==> src/rtl/persist_stage_pkg.sv <==
package persist_stage_pkg;

  typedef enum logic [2:0] {
    DR_IDLE,
    DR_READ,
    DR_LOG,
    DR_WRITE,
    DR_RECOVER
  } drainState_t;

  typedef struct packed {
    logic push;       // store accepted this cycle
    logic close;      // boundary accepted this cycle
    logic memRd;      // read old value of drain entry
    logic logWr;      // capture old value into undo log
    logic memWr;      // write new value of drain entry
    logic advance;    // step to next entry of same region
    logic retire;     // last entry of region done
    logic replay;     // restore newest undo log entry
    logic recFinish;  // drop open stores, rewind drain
  } ctrlStrobe_t;

endpackage

==> src/rtl/persist_stage_ctl.sv <==
module persist_stage_ctl
  import persist_stage_pkg::*;
(
  input  logic        clk,
  input  logic        rstN,
  input  logic        stValid,
  input  logic        bndValid,
  input  logic        recover,
  input  logic        full,
  input  logic        drainAvail,
  input  logic        drainLast,
  input  logic        nextAvail,
  input  logic        logEmpty,
  output logic        stReady,
  output logic        bndReady,
  output logic        regionDone,
  output ctrlStrobe_t s
);

  drainState_t state, nextState;

  always_comb begin
    stReady   = (state != DR_RECOVER) && !full;
    bndReady  = (state != DR_RECOVER) && !((state != DR_IDLE) && full);
    s         = '0;
    s.push    = stValid && stReady;
    s.close   = bndValid && bndReady;
    nextState = state;
    if (recover && state != DR_RECOVER) begin
      nextState = DR_RECOVER;
    end else begin
      case (state)
        DR_IDLE:  if (drainAvail) nextState = DR_READ;
        DR_READ: begin
          s.memRd   = 1'b1;
          nextState = DR_LOG;
        end
        DR_LOG: begin
          s.logWr   = 1'b1;
          nextState = DR_WRITE;
        end
        DR_WRITE: begin
          s.memWr = 1'b1;
          if (drainLast) s.retire = 1'b1;
          else           s.advance = 1'b1;
          nextState = nextAvail ? DR_READ : DR_IDLE;
        end
        DR_RECOVER: begin
          if (!logEmpty) begin
            s.replay = 1'b1;
          end else begin
            s.recFinish = 1'b1;
            nextState   = DR_IDLE;
          end
        end
        default: nextState = DR_IDLE;
      endcase
    end
  end

  always_ff @(posedge clk) begin
    if (!rstN) begin
      state      <= DR_IDLE;
      regionDone <= 1'b0;
    end else begin
      state      <= nextState;
      regionDone <= s.retire;
    end
  end

  // a new value is written only right after its old value was logged
  assert_log_before_write_R3: assert property (@(posedge clk) disable iff (!rstN)
    s.memWr |-> $past(s.logWr));

  // completion pulse follows a memory write
  assert_done_after_write_R5: assert property (@(posedge clk) disable iff (!rstN)
    regionDone |-> $past(s.memWr));

  // no drain step runs during recovery
  assert_rec_quiet_R8: assert property (@(posedge clk) disable iff (!rstN)
    (state == DR_RECOVER) |-> !(s.memRd || s.logWr || s.memWr));

endmodule

==> src/rtl/persist_stage_dp.sv <==
module persist_stage_dp
  import persist_stage_pkg::*;
#(
  parameter int ADDR_W = 8,
  parameter int DATA_W = 16,
  parameter int DEPTH  = 16
) (
  input  logic              clk,
  input  logic              rstN,
  input  ctrlStrobe_t       s,
  input  logic [ADDR_W-1:0] stAddr,
  input  logic [DATA_W-1:0] stData,
  input  logic [DATA_W-1:0] memRdata,
  output logic              full,
  output logic              drainAvail,
  output logic              drainLast,
  output logic              nextAvail,
  output logic              logEmpty,
  output logic              memEn,
  output logic              memWe,
  output logic [ADDR_W-1:0] memAddr,
  output logic [DATA_W-1:0] memWdata
);

  localparam int PW = $clog2(DEPTH);
  localparam logic [PW:0] ONE = (PW+1)'(1);
  localparam logic [PW:0] CAP = (PW+1)'(DEPTH);

  logic [ADDR_W-1:0] entAddr   [DEPTH];
  logic [DATA_W-1:0] entData   [DEPTH];
  logic              entClosed [DEPTH];
  logic              entLast   [DEPTH];
  logic [ADDR_W-1:0] logAddr   [DEPTH];
  logic [DATA_W-1:0] logData   [DEPTH];

  logic [PW:0] head, tail, drainPtr, openCnt, logCnt;
  logic [PW:0] count, drainNext;
  logic [PW-1:0] tIdx, tPrev, dIdx, nIdx, lIdx, lTop;
  logic [DEPTH-1:0] hitVec;
  logic hitAny, append;
  logic [PW-1:0] hitIdx;

  always_comb begin
    count     = tail - head;
    full      = (count == CAP);
    tIdx      = tail[PW-1:0];
    tPrev     = tIdx - PW'(1);
    dIdx      = drainPtr[PW-1:0];
    nIdx      = dIdx + PW'(1);
    drainNext = drainPtr + ONE;
    lIdx      = logCnt[PW-1:0];
    lTop      = lIdx - PW'(1);
    logEmpty  = (logCnt == '0);
    hitIdx    = '0;
    for (int i = 0; i < DEPTH; i++) begin
      logic [PW-1:0] off;
      off       = PW'(i) - head[PW-1:0];
      hitVec[i] = ({1'b0, off} < count) && !entClosed[i] && (entAddr[i] == stAddr);
      if (hitVec[i]) hitIdx = PW'(i);
    end
    hitAny     = |hitVec;
    append     = s.push && !hitAny;
    drainAvail = (drainPtr != tail) && entClosed[dIdx];
    drainLast  = entLast[dIdx];
    nextAvail  = (drainNext != tail) && entClosed[nIdx];
    memEn      = s.memRd || s.memWr || s.replay;
    memWe      = s.memWr || s.replay;
    memAddr    = s.replay ? logAddr[lTop] : entAddr[dIdx];
    memWdata   = s.replay ? logData[lTop] : entData[dIdx];
  end

  // entry and log storage
  always_ff @(posedge clk) begin
    if (s.close) begin
      for (int i = 0; i < DEPTH; i++) entClosed[i] <= 1'b1;
      if (!append && openCnt != '0) entLast[tPrev] <= 1'b1;
    end
    if (s.push) begin
      if (hitAny) begin
        entData[hitIdx] <= stData;
      end else begin
        entAddr[tIdx]   <= stAddr;
        entData[tIdx]   <= stData;
        entClosed[tIdx] <= s.close;
        entLast[tIdx]   <= s.close;
      end
    end
    if (s.logWr) begin
      logAddr[lIdx] <= entAddr[dIdx];
      logData[lIdx] <= memRdata;
    end
  end

  // pointers and counts
  always_ff @(posedge clk) begin
    if (!rstN) begin
      head     <= '0;
      tail     <= '0;
      drainPtr <= '0;
      openCnt  <= '0;
      logCnt   <= '0;
    end else begin
      if (append) tail <= tail + ONE;
      if (s.close)     openCnt <= '0;
      else if (append) openCnt <= openCnt + ONE;
      if (s.logWr)   logCnt   <= logCnt + ONE;
      if (s.advance) drainPtr <= drainNext;
      if (s.retire) begin
        head     <= drainNext;
        drainPtr <= drainNext;
        logCnt   <= '0;
      end
      if (s.replay) logCnt <= logCnt - ONE;
      if (s.recFinish) begin
        tail     <= tail - openCnt;
        openCnt  <= '0;
        drainPtr <= head;
      end
    end
  end

  // a new entry is never taken while all entries are in use
  assert_no_overflow_R7: assert property (@(posedge clk) disable iff (!rstN)
    append |-> (count < CAP));

  // only entries of closed regions reach memory
  assert_drain_closed_R2: assert property (@(posedge clk) disable iff (!rstN)
    s.memWr |-> drainAvail);

  // restore writes only come from a non-empty undo log
  assert_replay_nonempty_R8: assert property (@(posedge clk) disable iff (!rstN)
    s.replay |-> (logCnt != '0));

  // undo log never holds more than one region's worth of entries
  assert_log_bound_R8: assert property (@(posedge clk) disable iff (!rstN)
    logCnt <= CAP);

endmodule

==> src/rtl/persist_stage.sv <==
module persist_stage
  import persist_stage_pkg::*;
#(
  parameter int ADDR_W = 8,
  parameter int DATA_W = 16,
  parameter int DEPTH  = 16
) (
  input  logic              clk,
  input  logic              rstN,
  input  logic              stValid,
  output logic              stReady,
  input  logic [ADDR_W-1:0] stAddr,
  input  logic [DATA_W-1:0] stData,
  input  logic              bndValid,
  output logic              bndReady,
  input  logic              recover,
  output logic              memEn,
  output logic              memWe,
  output logic [ADDR_W-1:0] memAddr,
  output logic [DATA_W-1:0] memWdata,
  input  logic [DATA_W-1:0] memRdata,
  output logic              regionDone
);

  ctrlStrobe_t strobe;
  logic full, drainAvail, drainLast, nextAvail, logEmpty;

  persist_stage_ctl u_ctl (
    .clk        (clk),
    .rstN       (rstN),
    .stValid    (stValid),
    .bndValid   (bndValid),
    .recover    (recover),
    .full       (full),
    .drainAvail (drainAvail),
    .drainLast  (drainLast),
    .nextAvail  (nextAvail),
    .logEmpty   (logEmpty),
    .stReady    (stReady),
    .bndReady   (bndReady),
    .regionDone (regionDone),
    .s          (strobe)
  );

  persist_stage_dp #(
    .ADDR_W (ADDR_W),
    .DATA_W (DATA_W),
    .DEPTH  (DEPTH)
  ) u_dp (
    .clk        (clk),
    .rstN       (rstN),
    .s          (strobe),
    .stAddr     (stAddr),
    .stData     (stData),
    .memRdata   (memRdata),
    .full       (full),
    .drainAvail (drainAvail),
    .drainLast  (drainLast),
    .nextAvail  (nextAvail),
    .logEmpty   (logEmpty),
    .memEn      (memEn),
    .memWe      (memWe),
    .memAddr    (memAddr),
    .memWdata   (memWdata)
  );

endmodule

==> config.mk <==
export PLATFORM = sky130hd
export DESIGN_NAME = persist_stage
export DESIGN_NICKNAME = d
export VERILOG_FILES = /design/src/rtl/persist_stage_pkg.sv /design/src/rtl/persist_stage_ctl.sv /design/src/rtl/persist_stage_dp.sv /design/src/rtl/persist_stage.sv
export SDC_FILE = /design/constraint.sdc
export NUM_CORES = 1
export LEC_CHECK = 0
export ABC_AREA = 1
export BUFFER_PORTS_ARGS = -buffer_cell sky130_fd_sc_hd__buf_2
export CORE_MARGIN = 2
export CORE_UTILIZATION = 40
export CTS_BUF_LIST = sky130_fd_sc_hd__clkbuf_4
export DETAILED_ROUTE_END_ITERATION = 10
export GPL_ROUTABILITY_DRIVEN = 1
export PLACE_DENSITY = 0.58
export SYNTH_ARGS = -nofsm -noshare
export SYNTH_HDL_FRONTEND = slang
export SYNTH_SLANG_ARGS = --single-unit
==> constraint.sdc <==
create_clock -name clk -period 6.9 [get_ports clk]
set_clock_uncertainty 0.1 [all_clocks]
set_input_delay 0.69 -clock clk [delete_from_list [all_inputs] [get_ports clk]]
set_output_delay 0.69 -clock clk [all_outputs]
set_load 0.02 [all_outputs]
After elaboration in Yosys (flattened, before gate mapping)
Memory sizes are Yosys's and may differ from the RTL's. A register that Yosys moved wholly into a read port is not among the register bits. Index checks and enable logic that the tools add are counted.

$add $sub $neg: 26. Multipliers: 0. Divide/modulo/power cells: 0. $lt $le $gt $ge: 16. Equality and inequality tests: 28. Shift-type cells: 0. Mux-type cells: 66. Bitwise operators: 1. Reduce and logical (&&, ||, !) cells: 79.

Operators with widths (number): 8-bit equality test (16); 4-bit by 5-bit < comparator with 1-bit output (16); 4-bit 2-to-1 mux (18); 1-bit logical AND (42); 5-bit 2-to-1 mux (8); 16-bit 2-to-1 mux (2); 16-bit OR reduction (2); 4-bit subtractor, first input constant (8); 1-bit 2-to-1 mux (24); 3-bit 2-to-1 mux (8); 5-bit by 1-bit adder with 5-bit output, second input constant (4); 1-bit zero test (20); 3-bit by 4-bit subtractor with 4-bit output, first input constant (4); 3-bit case mux with 5 select lines (1); 5-bit inequality test (2); 5-bit subtractor (2); 3-bit nonzero test (3); 8-bit 2-to-1 mux (1); 1-bit by 4-bit subtractor with 4-bit output, first input constant (2); 2-bit by 4-bit subtractor with 4-bit output, first input constant (2); 4-bit by 1-bit subtractor with 4-bit output, second input constant (2); 7-bit 2-to-1 mux (1); 3-bit by 2-bit equality test with 1-bit output, second input constant (2); 2-bit 2-to-1 mux (3); other kinds (20) (23).

Flip-flop bits (word level): 29. Latch bits: 0. RAM bits: 800. Memory bits (read-only): 0. Bits of input ports: 45. Output and inout bits: 29. Word-level logic and storage cells: 230. Memories: 6.

Memory list: u_dp.entData (depth 16, width 16, read ports 1, clocked after memory_dff 1, write ports 1, line persist_stage_dp.sv:30) `logic [DATA_W-1:0] entData [DEPTH];`; u_dp.logData (depth 16, width 16, read ports 1, clocked after memory_dff 0, write ports 1, line persist_stage_dp.sv:34) `logic [DATA_W-1:0] logData [DEPTH];`; u_dp.entAddr (depth 16, width 8, read ports 17, clocked after memory_dff 1, write ports 1, line persist_stage_dp.sv:29) `logic [ADDR_W-1:0] entAddr [DEPTH];`; u_dp.logAddr (depth 16, width 8, read ports 1, clocked after memory_dff 0, write ports 1, line persist_stage_dp.sv:33) `logic [ADDR_W-1:0] logAddr [DEPTH];`; u_dp.entClosed (depth 16, width 1, read ports 18, clocked after memory_dff 1, write ports 17, line persist_stage_dp.sv:31) `logic entClosed [DEPTH];`; u_dp.entLast (depth 16, width 1, read ports 1, clocked after memory_dff 1, write ports 1, line persist_stage_dp.sv:32) `logic entLast [DEPTH];`.

Logic depth before layout (Yosys ltp)
Gate-level depths: netlist of the first run.

Word-level depth: 20. Mapped depth: 28. Mapped depth without buffers: 28.

Cells and area by module
Synthesis of the first run repeated with hierarchy kept, for this count alone.

Cell total of the unflattened synthesis: 3118. Area total of the unflattened synthesis: 36241.0 µm².

Modules (own cells, without submodules): persist_stage_dp (instances 1, cells each 3074, area an instance 35974.5 µm², seq. area each 24443.4 µm²); persist_stage_ctl (instances 1, cells each 44, area an instance 266.5 µm², seq. area each 80.1 µm²).

Worst setup path before layout of the first run
No wires, ideal clock.

Kind: register to register. Start point: reg u_dp.tail[0]. End point: mem u_dp.entData[12][0], enable pin. Library setup time: 0.388 ns. Data arrival time: 3.931 ns. Required time: 6.412 ns. Setup slack: 2.480 ns. Cell stages (with the launch flop): 21. Clock period less this slack: 4.420 ns. Cells stage by stage: dfxtp_1 > inv_1 > ha_1 > fa_1 > ha_1 > a21oi_1 > nor2_1 > o21a_1 > o21ai_1 > or2_0 > nand2_1 > nand2_1 > nor2_2 > nand2_2 > nor2_8 > inv_2 > nand3_1 > o21ai_2 > inv_1 > nand3_1 > nor2_1.

Cells in the longest elaborated chain, start to end: 20. Elaborated cells on any way between the ends: 78. Those cells by class: 1 x add/sub; 16 x order compare; 1 x eq/ne; 23 x mux; 37 x reduce/logical.

RTL lines: start, declared (line persist_stage_dp.sv:36) `logic [PW:0] head, tail, drainPtr, openCnt, logCnt;`; start signal, assigned (line persist_stage_dp.sv:103) `if (append) tail <= tail + ONE;`; start signal, assigned (line persist_stage_dp.sv:115) `tail <= tail - openCnt;`; 5-bit subtractor (line persist_stage_dp.sv:44) `count = tail - head;`; 4-bit by 5-bit < comparator with 1-bit output (line persist_stage_dp.sv:58) `hitVec[i] = ({1'b0, off} < count) && !entClosed[i] && (entAddr[i] == stAddr);`; 1-bit logical AND (2 in series) (line persist_stage_dp.sv:58); 1-bit 2-to-1 mux (line persist_stage_dp.sv:59) `if (hitVec[i]) hitIdx = PW'(i);`; 2-bit 2-to-1 mux (2 in series) (line persist_stage_dp.sv:59); 3-bit 2-to-1 mux (4 in series) (line persist_stage_dp.sv:59); 4-bit 2-to-1 mux (8 in series) (line persist_stage_dp.sv:59); 4-bit 2-to-1 mux (no line); end, declared (line persist_stage_dp.sv:30).

Several ways; a longest one is shown, not always the timed one.

Worst setup path in the final report of the first run
Start point: reg u_dp.logCnt[0]. End point: out memWdata[2].

Cells in the longest elaborated chain, start to end: 5. Elaborated cells on any way between the ends: 7. Those cells by class: 1 x add/sub; 4 x mux; 1 x reduce/logical; 1 x memory.

RTL lines: start, declared (line persist_stage_dp.sv:36); start signal, assigned (line persist_stage_dp.sv:106) `if (s.logWr) logCnt <= logCnt + ONE;`; start signal, assigned (line persist_stage_dp.sv:113) `if (s.replay) logCnt <= logCnt - ONE;`; branches (longest 4 deep; another with memory 16 x 16 bit); 16-bit 2-to-1 mux * (line persist_stage_dp.sv:69) `memWdata = s.replay ? logData[lTop] : entData[dIdx];`; end, declared (line persist_stage.sv:20) `output logic [DATA_W-1:0] memWdata,`.

Every way passes the cells marked *.

==> flow_summary.ini, run 1 <==
[power_and_ir_drop]
ir_drop_v = 0.000174
p_leak_nw = 13.8
p_per_area_nw_per_um2 = 327
total_power_mw = 13.3

[flow_run]
max-cap-violations = 0

[finish]
nets = 3297
drive_gt1_frac = 0.147
synthToLayoutAreaGrowth_pct = 12.9

[cts]
cts_resized = 0
cts_buffers = 209
ctsRootBufferMaster = clkbuf_4
cts.sinks = 833
htree_levels = 4
cts_tree = done
clk_pin_slew_worst_paths_ns = 0.08
clk_latency_ns = 1.09
cts_buffer_depth = 3

[floorplanning]
coreArea_um2 = 88600
die_w_um = 304
die_height_um = 304
die_area_um2 = 92200
num_rows = 109
start_util = 0.405
num_io_pins = 74

[logic_synthesis]
syn_area_um2 = 35900
yosys.area_share.simple = 0.0934
ys_ff_latch = 833
synthXorXnorAreaFrac = 0.0192
synth.top_cell.area_share = 0.655
synth_flop_cell = edfxtp_1
avgSynthCellArea_um2 = 11.8
yosys-top-cells-area = edfxtp_1 66%, o21ai_0 7.0%, nor2_1 5.5%, o221ai_1 2.8%, dfxtp_1 2.7%
synth_top_family_by_area = compound AO/OA/AOI/OAI gates
yosysWarnings = 0
synth_compound_area_frac = 0.155
muxShareOfSynthArea = 0.000279
synth_nets = 3135
synth.distinct_cells = 52
synthAdderAreaFrac = 0.0157
yosysTopAreaCell = edfxtp_1
syn-instance-count = 3047
ys_seq_area_frac = 0.683
async_flop_share = 0
synth-edff-count = 784

[placement]
io_buffers = 73
place_ws_ns = 1.01
place_congestion = 0.928
hpwlAfterDp_um = 62800

[global_route]
gr-usage-met3 = 0.0566
antenna_found_initial = 4
track_usage = 0.225
grt_pass1_vias = 25500
grt_pass1_wl_um = 157000
use_met2 = 0.349
gr-total-overflow = 0
grt_max_degree = 115
grt_use_met1 = 0.306
top_usage_layer = met2

[timing]
period_minus_slack_ns = 6.33
final_hold_viol_count = 0
setup_ws_ns = 0.572
max_freq_mhz = 158
slew_headroom = 0.184
setup_viol = 0
finalMaxSlewViolations = 0
rsz0062_at_grt = false
worst_slew_pin_slew_ns = 1.22
fin_tns_setup_ns = 0
period_share = 0.917

[routing]
viasPerCell = 5.70
routed_wl_um = 106000
drtAntennaViolNets = 0
dr.pass1.iters = 6
drt_iter0_markers = 2997
avgRoutedWirePerCell_um = 23.3
drc = 0
vias = 25900

[worst_hold_path]
hold_path_class = in -> reg

[worst_setup_path]
critPathLaunchType = register
worst-r2r-setup-slack_ns = 0.85
required_ns = 6.11
crit_path_end_kind = output port
critPathKind = reg -> out
critPathMaxFanout = 82
worstPathCellList = inv_4, ha_2, clkinv_2, buf_4, o21ai_0, o22ai_1, nor2_1, o21ai_0, a31oi_1, a31oi_1, buf_2
crit_arrival_ns = 5.54
slowest_stage = dfxtp_4
max_stage_delay_ns = 0.71

[status]
outcome = complete, no violations
layer usage:
metal | up-vias | wire length [um]
li1 | 11800 | -
met1 | 12800 | 45300
met2 | 1160 | 48400
met3 | 185 | 9160
met4 | 2 | 2600
met5 | - | 13
report_power, final:
| group | switching, mW | internal (mW) |
|---|---|---|
| Sequential | 0.169 | 5.86 |
| Combinational | 2.18 | 0.808 |
| Clock | 2.03 | 2.22 |
| Total | 4.38 | 8.89 |
registers in the layout (all words and copies together) (netlist names), named ones only:
| signal | cells |
|---|---|
| u_ctl.regionDone | 1 |
| u_ctl.state | 3 |
| u_dp.drainPtr | 5 |
| u_dp.entAddr | 128 |
| u_dp.entClosed | 16 |
| u_dp.entData | 256 |
| u_dp.entLast | 16 |
| u_dp.head | 5 |
| u_dp.logAddr | 128 |
| u_dp.logCnt | 5 |
| u_dp.logData | 256 |
| u_dp.openCnt | 5 |
| u_dp.tail | 5 |
worst paths after layout:
kind / startpoint / to / cells past startpoint
max reg2reg: u_dp.head[3]$_SDFFE_PN0P_ / u_dp.entData[13][6]$_DFFE_PP_ / 17
min reg2reg: u_ctl.state[1]$_SDFFE_PP0P_ / u_ctl.state[1]$_SDFFE_PP0P_ / 1
max: u_dp.logCnt[0]$_SDFFE_PN0P_ / memWdata[2] / 11
min: stAddr[3] / u_dp.entAddr[0][3]$_DFFE_PP_ / 2
layout make-up:
type	instances	area, um2
Inverter	128	489
Sequential cell	833	24500
Clock inverter	62	433
Multi-Input combinational cell	1895	10400
Antenna cell	7	17.5
Tap cell	1165	1460
Fill cell	8179	48100
Timing Repair Buffer	142	978
Clock buffer	305	2290
cells by family (layout without fill, tap and decap cells):
kind of cell,after synthesis,after routing
other,0,7
adder cells (fa/ha/maj),44,44
flip-flops,833,833
AO/OA/AOI/OAI,937,937
buffers and inverters,319,637
AND/OR/NAND/NOR,836,836
XOR/XNOR,77,77
multiplexers,1,1
worst max-delay path, delay by kind of cell, from the launching register on:
kind	cells	cell delay, ns
buffers and inverters	4	1.81
AO/OA/AOI/OAI	5	1.06
flip-flops	1	0.71
adder cells (fa/ha/maj)	1	0.71
AND/OR/NAND/NOR	1	0.08
cell usage after synthesis, types with 4 or more instances:
cell type and instances:
inv_2 4, o22ai_1 93, o211ai_1 31, xnor2_1 41, a21oi_1 80, o221ai_1 116
nand2_1 179, o21ai_1 9, ha_1 41, clkbuf_1 164, nor2_1 526, nor3_1 4
a31oi_1 44, buf_2 15, a211oi_1 11, xor2_1 34, edfxtp_1 784, nand3_1 101
o21ai_0 504, o2111ai_1 6, nand4_1 8, inv_1 119, nor4_1 5, a221oi_1 15
dfxtp_1 49, o21bai_1 4, buf_1 10, o21a_1 9, clkinv_1 5
metrics by stage:
stage	area (um2)	cells	hold WS, ns	util
finish	40600	4537	0.104	0.457
global route	40500	4534	0.0462	0.457
CTS	40500	4530	0.0112	0.457
detailed placement	37400	4125	0.365	0.422
global placement	37400	4125	0.347	0.422
floorplan	35900	3047	0.334	-
placed cells by master (no fill, tap or decap), types with 3 or more instances in the layout:
| cell type | n |
|---|---|
| nor3_1 | 4 |
| o21ai_0 | 504 |
| xnor2_1 | 40 |
| inv_1 | 114 |
| nand2_1 | 179 |
| dfxtp_1 | 45 |
| a211oi_1 | 11 |
| xor2_1 | 34 |
| a311oi_1 | 3 |
| a221oi_1 | 15 |
| clkinv_2 | 7 |
| o221ai_1 | 116 |
| inv_6 | 8 |
| dlygate4sd3_1 | 38 |
| nor2_1 | 494 |
| nand3_1 | 101 |
| ha_1 | 40 |
| o21bai_1 | 4 |
| inv_2 | 7 |
| or2_2 | 3 |
| nor2_2 | 17 |
| edfxtp_1 | 784 |
| nand4_1 | 8 |
| nand2_2 | 3 |
| o21a_1 | 9 |
| buf_4 | 31 |
| a31oi_1 | 44 |
| o21ai_1 | 9 |
| o211ai_1 | 31 |
| bufinv_16 | 5 |
| o2111ai_1 | 6 |
| a21oi_1 | 80 |
| o22ai_1 | 93 |
| buf_2 | 73 |
| diode_2 | 7 |
| nor2_4 | 16 |
| clkinv_1 | 44 |
| clkbuf_4 | 305 |
| nor4_1 | 5 |
repair_timing:
item                      in CTS  in global routing
hold buffers                  38                  0
hold endpoints to repair     590                  0
buffers inserted               0                  0
Power figures use the tool's default switching activity.
==> inputs of run 2 (changes only) <==
--- a/config.mk
+++ b/config.mk
@@ -12,7 +12,6 @@
 export CTS_BUF_LIST = sky130_fd_sc_hd__clkbuf_4
 export DETAILED_ROUTE_END_ITERATION = 10
 export GPL_ROUTABILITY_DRIVEN = 1
-export PLACE_DENSITY = 0.58
 export SYNTH_ARGS = -nofsm -noshare
 export SYNTH_HDL_FRONTEND = slang
 export SYNTH_SLANG_ARGS = --single-unit
==> flow_summary.ini, run 2 (synthesis results as in run 1) <==
[flow_run]
max-cap-violations = 0

[floorplanning]
die_height_um = 304
num_rows = 109
die_w_um = 304
num_io_pins = 74
coreArea_um2 = 88600
die_area_um2 = 92200
start_util = 0.405

[finish]
final_core_util = 0.458
nets = 3311
fin_area_um2 = 40600
drive_gt1_frac = 0.150
layout_commonest_cell = edfxtp_1
mostFrequentLayoutCells = 784 x edfxtp_1, 504 x o21ai_0, 494 x nor2_1, 315 x clkbuf_4, 179 x nand2_1
reg_top3 = u_dp.entData (256), u_dp.logData (256)
synthToLayoutAreaGrowth_pct = 13.1
fill_cells = 8191

[worst_setup_path]
r2r-start = u_dp.head[3]$_SDFFE_PN0P_
crit_family = simple AND/OR/NAND/NOR gates
critPathLaunchType = register
critPathMaxFanout = 17
required_ns = 7.50
crit_arrival_ns = 6.48
cp.buffers_inverters = 5
crit_path_end_kind = register
startpoint = u_dp.head[3]$_SDFFE_PN0P_
max_stage_delay_ns = 0.65
slowest_stage = nor2_2
critPathKind = reg -> reg
worstPathCellList = inv_1, ha_1, a21oi_1, nand2_1, xnor2_2, nor3_1, nor2_1, nand2_1, inv_1, nand3_1, nor2_8, inv_2, nand3_1, o21ai_2, inv_1, nand3_1, nor2_2, buf_4

[power_and_ir_drop]
ir_drop_v = 0.000146
p_per_area_nw_per_um2 = 324
p_leak_nw = 13.8

[worst_hold_path]
hold_path_startpoint = stAddr[4]
hold_path_class = in -> reg

[global_route]
gr-total-overflow = 0
grt_pass1_vias = 24800
track_usage = 0.218
grt_pass1_wl_um = 153000
antenna_found_initial = 4
grt_max_degree = 111

[cts]
cts_resized = 0
htree_levels = 4
ctsRootBufferMaster = clkbuf_4
cts_buffer_depth = 3
cts_tree = done
clk_latency_ns = 1.03
clk_pin_slew_worst_paths_ns = 0.07
cts_hold_buf = 40
cts_buffers = 209
cts.sinks = 833
cts_setup_buffers = 0

[timing]
setup_viol = 0
worst_slew_pin_slew_ns = 1.12
final_hold_viol_count = 0
fin_tns_setup_ns = 0
max_freq_mhz = 170
slew_headroom = 0.250
rsz0062_at_grt = false
finalMaxSlewViolations = 0
period_share = 0.853
period_minus_slack_ns = 5.89

[placement]
place_congestion = 0.905
hpwlAfterDp_um = 59200
io_buffers = 73
placed_area_um2 = 37600

[routing]
vias = 25900
drtAntennaViolNets = 0
drc = 0
viasPerCell = 5.70
avgRoutedWirePerCell_um = 22.4
dr.pass1.iters = 7
routed_wl_um = 102000
drt_iter0_markers = 2647

[status]
outcome = complete, no violations
-- run 2: path summary, 6_finish.rpt --
kind / to / slack, ns / depth (start not counted)
max: u_dp.entData[15][6]$_DFFE_PP_ / 1.01 / 18
min: u_dp.entAddr[1][4]$_DFFE_PP_ / 0.19 / 1
max reg2reg: u_dp.entData[15][6]$_DFFE_PP_ / 1.01 / 18
min reg2reg: u_dp.logCnt[4]$_SDFFE_PN0P_ / 0.38 / 1
-- run 2: cell type report --
| cell class | count | area, um2 | share of cell area |
|---|---|---|---|
| Antenna cell | 2 | 5.00 | 0.000123 |
| Clock buffer | 315 | 2360 | 0.0582 |
| Clock inverter | 47 | 287 | 0.00705 |
| Inverter | 128 | 492 | 0.0121 |
| Multi-Input combinational cell | 1895 | 10400 | 0.255 |
| Sequential cell | 833 | 24500 | 0.604 |
| Tap cell | 1165 | 1460 | 0.0359 |
| Timing Repair Buffer | 156 | 1130 | 0.0277 |
-- run 2: per-layer routing --
metal	share of wire	track usage
met5	0.00025	0
met3	0.080	0.0462
met2	0.46	0.332
met4	0.023	0.0817
met1	0.44	0.306
-- run 2: stage by stage --
step | setup slack [ns] | hold slack, ns | cells | power [mW]
4_1_cts | 1.04 | 0.0245 | 4539 | 13.2
2_1_floorplan | 2.48 | 0.334 | 3047 | 7.99
6_report | 1.01 | 0.190 | 4541 | 13.2
3_5_place_dp | 1.10 | 0.363 | 4137 | 9.07
5_1_grt | 0.779 | 0.128 | 4541 | 13.8
3_3_place_gp | 1.15 | 0.356 | 4137 | 9.04
-- run 2: worst register-to-register path, delay by kind of cell (launching register included) --
kind            cells  cell delay [ns]
compound gates      2             0.26
xor+xnor            1             0.51
fa+ha+maj           1             0.39
buf+inv             5             1.07
flops               1             0.56
simple gates        9             2.67
-- run 2: power by group --
| group | switching (mW) | internal, mW |
|---|---|---|
| combinational | 2.17 | 0.830 |
| clock | 1.97 | 2.18 |
| sequential | 0.153 | 5.86 |
| total | 4.29 | 8.87 |
